`config.mk`:
```
export PLATFORM = sky130hd
export DESIGN_NAME = irq_prio_ctrl
export DESIGN_NICKNAME = d
export VERILOG_FILES = /design/src/rtl/irq_pkg.sv /design/src/rtl/irq_src_cfg.sv /design/src/rtl/irq_arbiter.sv /design/src/rtl/irq_ack_fsm.sv /design/src/rtl/irq_prio_ctrl.sv
export SDC_FILE = /design/constraint.sdc
export NUM_CORES = 2
export LEC_CHECK = 0
export ABC_CLOCK_PERIOD_IN_PS = 141600
export BUFFER_PORTS_ARGS = -buffer_cell sky130_fd_sc_hd__buf_4
export CORE_AREA = 2 2 423 425
export CTS_CLUSTER_DIAMETER = 150
export DETAILED_ROUTE_END_ITERATION = 10
export DIE_AREA = 0 0 425 427
export MAX_ROUTING_LAYER = met4
export SYNTH_ARGS = -nofsm -noshare
export SYNTH_HDL_FRONTEND = slang
export SYNTH_HIERARCHICAL = 1
export SYNTH_SLANG_ARGS = --single-unit
```
`constraint.sdc`:
```
create_clock -name clk -period 141.6 [get_ports clk]
set_input_delay 7.08 -clock clk [delete_from_list [all_inputs] [get_ports clk]]
set_output_delay 7.08 -clock clk [all_outputs]
set_load 0.01 [all_outputs]
```
`src/rtl/irq_pkg.sv`:
```
package irq_pkg;

    typedef struct packed {
        logic [2:0] lvl;
        logic [2:0] pri;
    } src_cfg_t;

    typedef enum logic [1:0] {
        ACK_IDLE    = 2'd0,
        ACK_RESOLVE = 2'd1,
        ACK_REPLY   = 2'd2
    } ack_state_e;

    localparam logic [7:0] ADDR_GMASK = 8'h80;
    localparam logic [7:0] ADDR_SWACK = 8'h81;

endpackage

```
`src/rtl/irq_src_cfg.sv`:
```
module irq_src_cfg
    import irq_pkg::*;
#(
    parameter int NUM_SRC   = 63,
    parameter int NUM_FIXED = 7,
    parameter int FIXED_PRI = 4
) (
    input  logic                 clk,
    input  logic                 rst_n,
    input  logic                 wr_en,
    input  logic                 rd_en,
    input  logic [7:0]           addr,
    input  logic [7:0]           wdata,
    output logic [7:0]           rdata_o,
    output logic                 rvalid_o,
    output src_cfg_t [NUM_SRC:0] cfg_o,
    output logic [NUM_SRC:0]     mask_o,
    output logic                 mask_all_o
);

    localparam int IDX_W = 6;

    logic [IDX_W-1:0] idx;
    logic             sel_cfg;
    logic             sel_mask;
    logic             sel_glob;
    logic [7:0]       rd_d;
    logic             unused_wbits;

    assign idx          = addr[IDX_W-1:0];
    assign sel_cfg      = (addr[7:6] == 2'b00);
    assign sel_mask     = (addr[7:6] == 2'b01);
    assign sel_glob     = (addr == ADDR_GMASK);
    assign unused_wbits = &{1'b0, wdata[7:6]};

    // Per-source storage: slot 0 unused, fixed sources are constants.
    for (genvar i = 0; i <= NUM_SRC; i++) begin : g_src
        if (i == 0) begin : g_none
            assign cfg_o[i]  = '0;
            assign mask_o[i] = 1'b0;
        end else begin : g_real
            logic msk_q;
            always_ff @(posedge clk or negedge rst_n) begin
                if (!rst_n) begin
                    msk_q <= 1'b1;
                end else if (wr_en && sel_mask && idx == IDX_W'(i)) begin
                    msk_q <= wdata[0];
                end
            end
            assign mask_o[i] = msk_q;

            if (i <= NUM_FIXED) begin : g_fixed
                assign cfg_o[i] = {3'(i), 3'(FIXED_PRI)};
            end else begin : g_prog
                src_cfg_t cfg_q;
                always_ff @(posedge clk or negedge rst_n) begin
                    if (!rst_n) begin
                        cfg_q <= '0;
                    end else if (wr_en && sel_cfg && idx == IDX_W'(i)) begin
                        cfg_q <= wdata[5:0];
                    end
                end
                assign cfg_o[i] = cfg_q;
            end
        end
    end

    always_ff @(posedge clk or negedge rst_n) begin
        if (!rst_n) begin
            mask_all_o <= 1'b0;
        end else if (wr_en && sel_glob) begin
            mask_all_o <= wdata[0];
        end
    end

    always_comb begin
        rd_d = '0;
        if (sel_cfg) begin
            rd_d = {2'b00, cfg_o[idx]};
        end else if (sel_mask) begin
            rd_d = {7'd0, mask_o[idx]};
        end else if (sel_glob) begin
            rd_d = {7'd0, mask_all_o};
        end
    end

    always_ff @(posedge clk or negedge rst_n) begin
        if (!rst_n) begin
            rdata_o  <= '0;
            rvalid_o <= 1'b0;
        end else begin
            rvalid_o <= rd_en && (addr != ADDR_SWACK);
            if (rd_en) begin
                rdata_o <= rd_d;
            end
        end
    end

endmodule

```
`src/rtl/irq_arbiter.sv`:
```
module irq_arbiter
    import irq_pkg::*;
#(
    parameter int NUM_SRC  = 63,
    parameter int VEC_BASE = 64,
    parameter int SPUR_VEC = 24
) (
    input  logic                 clk,
    input  logic                 rst_n,
    input  logic [NUM_SRC:1]     req,
    input  src_cfg_t [NUM_SRC:0] cfg,
    input  logic [NUM_SRC:0]     mask,
    input  logic                 mask_all,
    output logic [2:0]           ipl_o,
    output logic                 wake_o,
    output logic [7:0]           vec_o
);

    localparam int IDX_W = $clog2(NUM_SRC + 1);

    logic [NUM_SRC:1] elig;
    src_cfg_t         best_key;
    logic [IDX_W-1:0] best_idx;
    logic [IDX_W-1:0] idx_q;

    for (genvar i = 1; i <= NUM_SRC; i++) begin : g_elig
        assign elig[i] = req[i] && !mask[i] && !mask_all && (cfg[i].lvl != 3'd0);
    end

    // Ascending scan; strict compare keeps the lower number on a tie.
    always_comb begin
        best_key = '0;
        best_idx = '0;
        for (int i = 1; i <= NUM_SRC; i++) begin
            if (elig[i] && (cfg[i] > best_key)) begin
                best_key = cfg[i];
                best_idx = IDX_W'(i);
            end
        end
    end

    always_ff @(posedge clk or negedge rst_n) begin
        if (!rst_n) begin
            ipl_o  <= '0;
            idx_q  <= '0;
            wake_o <= 1'b0;
        end else begin
            ipl_o  <= best_key.lvl;
            idx_q  <= best_idx;
            wake_o <= |elig;
        end
    end

    assign vec_o = (idx_q == '0) ? 8'(SPUR_VEC) : 8'(VEC_BASE) + 8'(idx_q);

endmodule

```
`src/rtl/irq_ack_fsm.sv`:
```
module irq_ack_fsm
    import irq_pkg::*;
(
    input  logic       clk,
    input  logic       rst_n,
    input  logic       hw_req,
    input  logic       sw_req,
    input  logic [7:0] win_vec,
    output logic       hw_done,
    output logic       sw_done,
    output logic [7:0] vec_o
);

    ack_state_e state_q;
    ack_state_e state_d;
    logic       is_hw_q;

    always_ff @(posedge clk or negedge rst_n) begin
        if (!rst_n) begin
            state_q <= ACK_IDLE;
        end else begin
            state_q <= state_d;
        end
    end

    always_comb begin
        state_d = state_q;
        unique case (state_q)
            ACK_IDLE:    if (hw_req || sw_req) state_d = ACK_RESOLVE;
            ACK_RESOLVE: state_d = ACK_REPLY;
            ACK_REPLY:   state_d = ACK_IDLE;
            default:     state_d = ACK_IDLE;
        endcase
    end

    always_ff @(posedge clk or negedge rst_n) begin
        if (!rst_n) begin
            is_hw_q <= 1'b0;
            vec_o   <= '0;
        end else begin
            if (state_q == ACK_IDLE && (hw_req || sw_req)) begin
                is_hw_q <= hw_req;
            end
            if (state_q == ACK_RESOLVE) begin
                vec_o <= win_vec;
            end
        end
    end

    assign hw_done = (state_q == ACK_REPLY) && is_hw_q;
    assign sw_done = (state_q == ACK_REPLY) && !is_hw_q;

endmodule

```
`src/rtl/irq_prio_ctrl.sv`:
```
module irq_prio_ctrl
    import irq_pkg::*;
#(
    parameter int NUM_SRC   = 63,
    parameter int NUM_FIXED = 7,
    parameter int FIXED_PRI = 4,
    parameter int VEC_BASE  = 64,
    parameter int SPUR_VEC  = 24
) (
    input  logic               clk,
    input  logic               rst_n,
    input  logic [NUM_SRC:1]   irq_req,
    input  logic               reg_wr,
    input  logic               reg_rd,
    input  logic [7:0]         reg_addr,
    input  logic [7:0]         reg_wdata,
    output logic [7:0]         reg_rdata,
    output logic               reg_rvalid,
    output logic [2:0]         ipl_o,
    output logic               wake_o,
    input  logic               iack_req,
    output logic               iack_done,
    output logic [7:0]         iack_vec
);

    src_cfg_t [NUM_SRC:0] cfg_w;
    logic [NUM_SRC:0]     mask_w;
    logic                 gmask;
    logic [7:0]           cfg_rdata;
    logic                 cfg_rvalid;
    logic [7:0]           win_vec;
    logic [7:0]           ack_vec;
    logic                 ack_sw_done;
    logic                 sw_req;

    assign sw_req = reg_rd && (reg_addr == ADDR_SWACK);

    irq_src_cfg #(
        .NUM_SRC   (NUM_SRC),
        .NUM_FIXED (NUM_FIXED),
        .FIXED_PRI (FIXED_PRI)
    ) u_cfg (
        .clk        (clk),
        .rst_n      (rst_n),
        .wr_en      (reg_wr),
        .rd_en      (reg_rd),
        .addr       (reg_addr),
        .wdata      (reg_wdata),
        .rdata_o    (cfg_rdata),
        .rvalid_o   (cfg_rvalid),
        .cfg_o      (cfg_w),
        .mask_o     (mask_w),
        .mask_all_o (gmask)
    );

    irq_arbiter #(
        .NUM_SRC  (NUM_SRC),
        .VEC_BASE (VEC_BASE),
        .SPUR_VEC (SPUR_VEC)
    ) u_arb (
        .clk      (clk),
        .rst_n    (rst_n),
        .req      (irq_req),
        .cfg      (cfg_w),
        .mask     (mask_w),
        .mask_all (gmask),
        .ipl_o    (ipl_o),
        .wake_o   (wake_o),
        .vec_o    (win_vec)
    );

    irq_ack_fsm u_ack (
        .clk     (clk),
        .rst_n   (rst_n),
        .hw_req  (iack_req),
        .sw_req  (sw_req),
        .win_vec (win_vec),
        .hw_done (iack_done),
        .sw_done (ack_sw_done),
        .vec_o   (ack_vec)
    );

    assign iack_vec   = ack_vec;
    assign reg_rdata  = ack_sw_done ? ack_vec : cfg_rdata;
    assign reg_rvalid = cfg_rvalid || ack_sw_done;

endmodule

```
### Word level (Yosys, flattened, before mapping)

Cells that the tools add are included.
Widths: inputs -> output; s select.

* $add $sub $neg: 1
* $lt $le $gt $ge: 63
* equal/unequal tests: 70
* mux-type cells: 137
* reduce and logical (&&, ||, !) cells: 498

Operator list (count)
* $mux 6: 95
* $logic_and 1x1->1: 371
* $gt 6x6->1: 56
* $eq 6x6->1 const B: 32
* $reduce_bool 3->1: 56
* $eq 6x5->1 const B: 16
* $mux 5: 16
* $logic_not 1->1: 65
* $reduce_or 63->1: 1
* $eq 6x4->1 const B: 8
* $bmux 6 s6: 1
* $mux 4: 9
* $mux 8: 4
* $eq 6x3->1 const B: 4
* $gt 6x6->1 const A: 4
* $eq 8x8->1 const B: 2
* $eq 6x2->1 const B: 2
* $mux 3: 4
* $add 7x6->8 const A: 1
* $ne 8x8->1 const B: 1
* $lt 6x7->1 const B: 1
* $bmux 1 s6: 1
* $eq 6x1->1 const B: 1
* $gt 5x6->1 const A: 1
* other kinds (10): 17

* register bits: 430
* input port bits: 84
* output and inout bits: 22
* logic and storage cells: 953

### Longest topological paths before layout

* depth in word-level cells: 190
* depth in mapped cells: 629
* depth with buffers taken out: 577

### Modules after synthesis

Netlist, hierarchy kept.

By module, submodules not included
* irq_arbiter: instances 1, cells each 3240, area each 23231.0 um^2, seq. area each 250.2 um^2
* irq_src_cfg: instances 1, cells each 1442, area each 20059.2 um^2, seq. area each 10263.6 um^2
* irq_ack_fsm: instances 1, cells each 28, area each 462.9 um^2, seq. area each 275.3 um^2
* irq_prio_ctrl: instances 1, cells each 13, area each 160.2 um^2, seq. area each 0.0 um^2

### Worst setup path before layout

No wires, ideal clock.

* path type: input to register
* start point: in irq_req[2] (netlist bit)
* end point: reg u_arb.ipl_o[2]
* setup time: 0.087 ns
* arrival: 112.127 ns
* data required time: 141.513 ns
* path slack: 29.387 ns
* stages: 547
* path buffers: 59
* cells stage by stage: nor3b_4 o211ai_2 a31oi_2 nor2_1 a21oi_1 ha_1 inv_1 o311ai_0 o211ai_1 a221o_1 buf_6 buf_6 nor2_1 a21oi_1 inv_1 ha_1 nor3b_1 o21ai_2 [511 not listed] ha_1 and3_1 o21ai_0 o21ai_0 or3b_1 a31oi_2 o21ai_2 buf_6 mux2_1 ha_1 a21o_1 a21o_1 a221oi_1 a311o_1 clkbuf_1 nand2_1 o2bb2a_1 o211ai_1

RTL lines
* start: declaration: RTL line irq_prio_ctrl.sv:12 `input logic [NUM_SRC:1] irq_req,`
* end signal: assignment: RTL line irq_arbiter.sv:48 `ipl_o <= best_key.lvl;`
* end: declaration: RTL line irq_arbiter.sv:14 `output logic [2:0] ipl_o,`

==> flow_metrics.tcl <==
set metrics [dict create \
    start_util_pct 24.7 \
    crit_arrival_ns 132.13 \
    cp-start-kind "input port" \
    port_buffers 103 \
    avgRoutedWirePerCell_um 21.9 \
    slew_headroom_pct 14.5 \
    cpPeakStageDelay_ns 0.86 \
    intPower_mw 0.332 \
    die_height_um 427 \
    p_per_area_nw_per_um2 12.6 \
    fin_crit_sh_pct 92.9 \
    crit_top_cell "ha_1" \
    slew_viol_final 0 \
    period_needed_ns 131.61 \
    hold_path_end "u_ack/vec_o[1]$_DFFE_PN0N_" \
    finalSetupViolations 0 \
    rsz0062_at_grt "false" \
    worstSkewPairLatency_ns 0.65 \
    cap_violations 0 \
    overflow 0 \
    cts_tree "built" \
    setup_slack_ns 9.99 \
    layout.nets 4929 \
    first_pass_iters 6 \
    r2r_start "u_cfg/mask_all_o$_DFFE_PN0P_" \
    slowest_stage "o311ai_2" \
    end_kind "flop" \
    core_area_um2 177000 \
    vias 37800 \
    fin_setup_tns_ns 0 \
    track_usage_pct 16.7 \
    layout-drive-gt1-share_pct 26.4 \
    fmax_mhz 7.60 \
    grt_max_degree 112 \
    cts.clk_slew.worst_paths_ns 0.06 \
    cts_setup_buffers 0 \
    cts_hold_buf 0 \
    cts-root-buf "clkbuf_16" \
    via_per_inst 5.41 \
    worst_pin_slew_ns 1.28 \
    cts_buffers 49 \
    syn_area_um2 43900 \
    clkSinkCount 428 \
    min_path_cells 1 \
    drt_iter0_drc 3827 \
    cts-resized-gates 0 \
    grt_pass1_wl_um 229000 \
    cp_data_required_time_ns 142.12 \
    avgSynthCellArea_um2 9.30 \
    comb_power_share_pct 53.7 \
    min_path_type "reg2reg" \
    grt_pass1_vias 35600 \
    area_delta_synth_final_pct 6.92 \
    status "complete, no violations" \
    drt_wl_total_um 153000 \
    final_cell_mix "mux2_2, nand2_1, dfrtp_1" \
    n_fill_cell 19000 \
    htree_levels 2 \
    placed_area_um2 45300 \
    final_hold_viol_count 0 \
    switching_share_pct 43.9 \
    crit_type "in2reg" \
    ant_nets 0 \
    min_from "u_arb/idx_q[1]$_DFF_PN0_" \
    dieArea_um2 181000 \
    p_switching_mw 0.260 \
    pwr-share-clk_pct 22.1 \
    pwr-share-seq_pct 24.2 \
    pre_cts_slack_ns 11.38 \
    reg2regPathDepth 494 \
    hold_ws_ns 0.502 \
    layout_commonest_cell "mux2_2" \
    dp_hpwl_um 115000 \
    clock_tree.buffer_depth 3 \
    antenna_found_initial 12 \
    r2r_slack_ns 15.97 \
    row_count 155 \
    ios 106 \
    critPathMaxFanout 21 \
    drcViolationCount 0 \
    skew_ns 0.0434 \
    die_w_um 425 \
    syn_inst 4716 \
    gp_congestion 0.953 \
    postLayoutCellArea_um2 46900 \
    synth_warnings 6 \
    p_leak_nw 20.7 \
    vdd_drop_max_v 0.00000752 \
    reg2reg_to "u_arb/ipl_o[2]$_DFF_PN0_" \
]
==> cell type report <==
cell class                 count  area (um2)  share of cell area [%]
clock inverter                24         244                   0.520
timing repair buffer         132        1000                    2.14
tap                         2355        2950                    6.28
antenna                        5        12.5                  0.0267
inverter                     283        1060                    2.27
clock buffer                  66        1370                    2.92
multi-input combinational   3698       29500                    62.8
sequential                   428       10800                    23.0
==> layer usage <==
layer / global-route usage (%) / wire length (um) / up-vias
met5: - / 0 / -
met4: 6.34 / 6420 / 0
met3: 2.25 / 10900 / 272
met2: 26.5 / 70200 / 1407
met1: 21.6 / 65300 / 18800
li1: - / - / 17300
==> stage by stage <==
stage               utilization [%]  total power [mW]  instances
CTS                            26.4             0.589       6986
floorplan                         -             0.384       4758
finish                         26.5             0.593       6991
detailed placement             25.5             0.456       6896
global placement               25.5             0.450       6896
global route                   26.5             0.635       6990
==> worst max-delay path, delay by kind of cell <==
kind                     cells  cell delay [ns]
buffers and inverters       22             1.79
multiplexers                24             7.79
AND/OR/NAND/NOR            158            32.38
AO/OA/AOI/OAI              227            63.07
adder cells (fa/ha/maj)     64            19.82
==> power groups by stage <==
stage	sequential, mW	clock (mW)	combinational (mW)
2_1_floorplan	0.139	0	0.245
3_3_place_gp	0.145	0	0.305
3_5_place_dp	0.145	0	0.311
4_1_cts	0.143	0.133	0.313
5_1_grt	0.145	0.138	0.352
6_report	0.143	0.131	0.318
==> sequential cells by signal, summed over array words and instances (netlist names) <==
name                      cells
u_arb/wake_o                  1
u_arb/ipl_o                   3
u_cfg/rdata_o                 6
u_cfg/mask_all_o              1
u_ack/vec_o                   8
u_ack/is_hw_q                 1
u_cfg/rvalid_o                1
u_cfg/g_src.g_real.msk_q     63
u_ack/state_q                 2
u_arb/idx_q                   6
u_cfg/cfg_o                 336
==> worst max path at each step <==
| stage | from | to | cells after the start |
|---|---|---|---|
| 3_3_place_gp | irq_req[2] | u_arb/ipl_o[1]$_DFF_PN0_ | 492 |
| 4_1_cts | irq_req[2] | u_arb/ipl_o[1]$_DFF_PN0_ | 493 |
| 6_report | irq_req[2] | u_arb/ipl_o[2]$_DFF_PN0_ | 495 |
| 2_1_floorplan | irq_req[2] | u_arb/ipl_o[2]$_DFF_PN0_ | 547 |
| 5_1_grt | irq_req[2] | u_arb/ipl_o[1]$_DFF_PN0_ | 494 |
| 3_5_place_dp | irq_req[2] | u_arb/ipl_o[1]$_DFF_PN0_ | 490 |
Power figures use the tool's default switching activity.
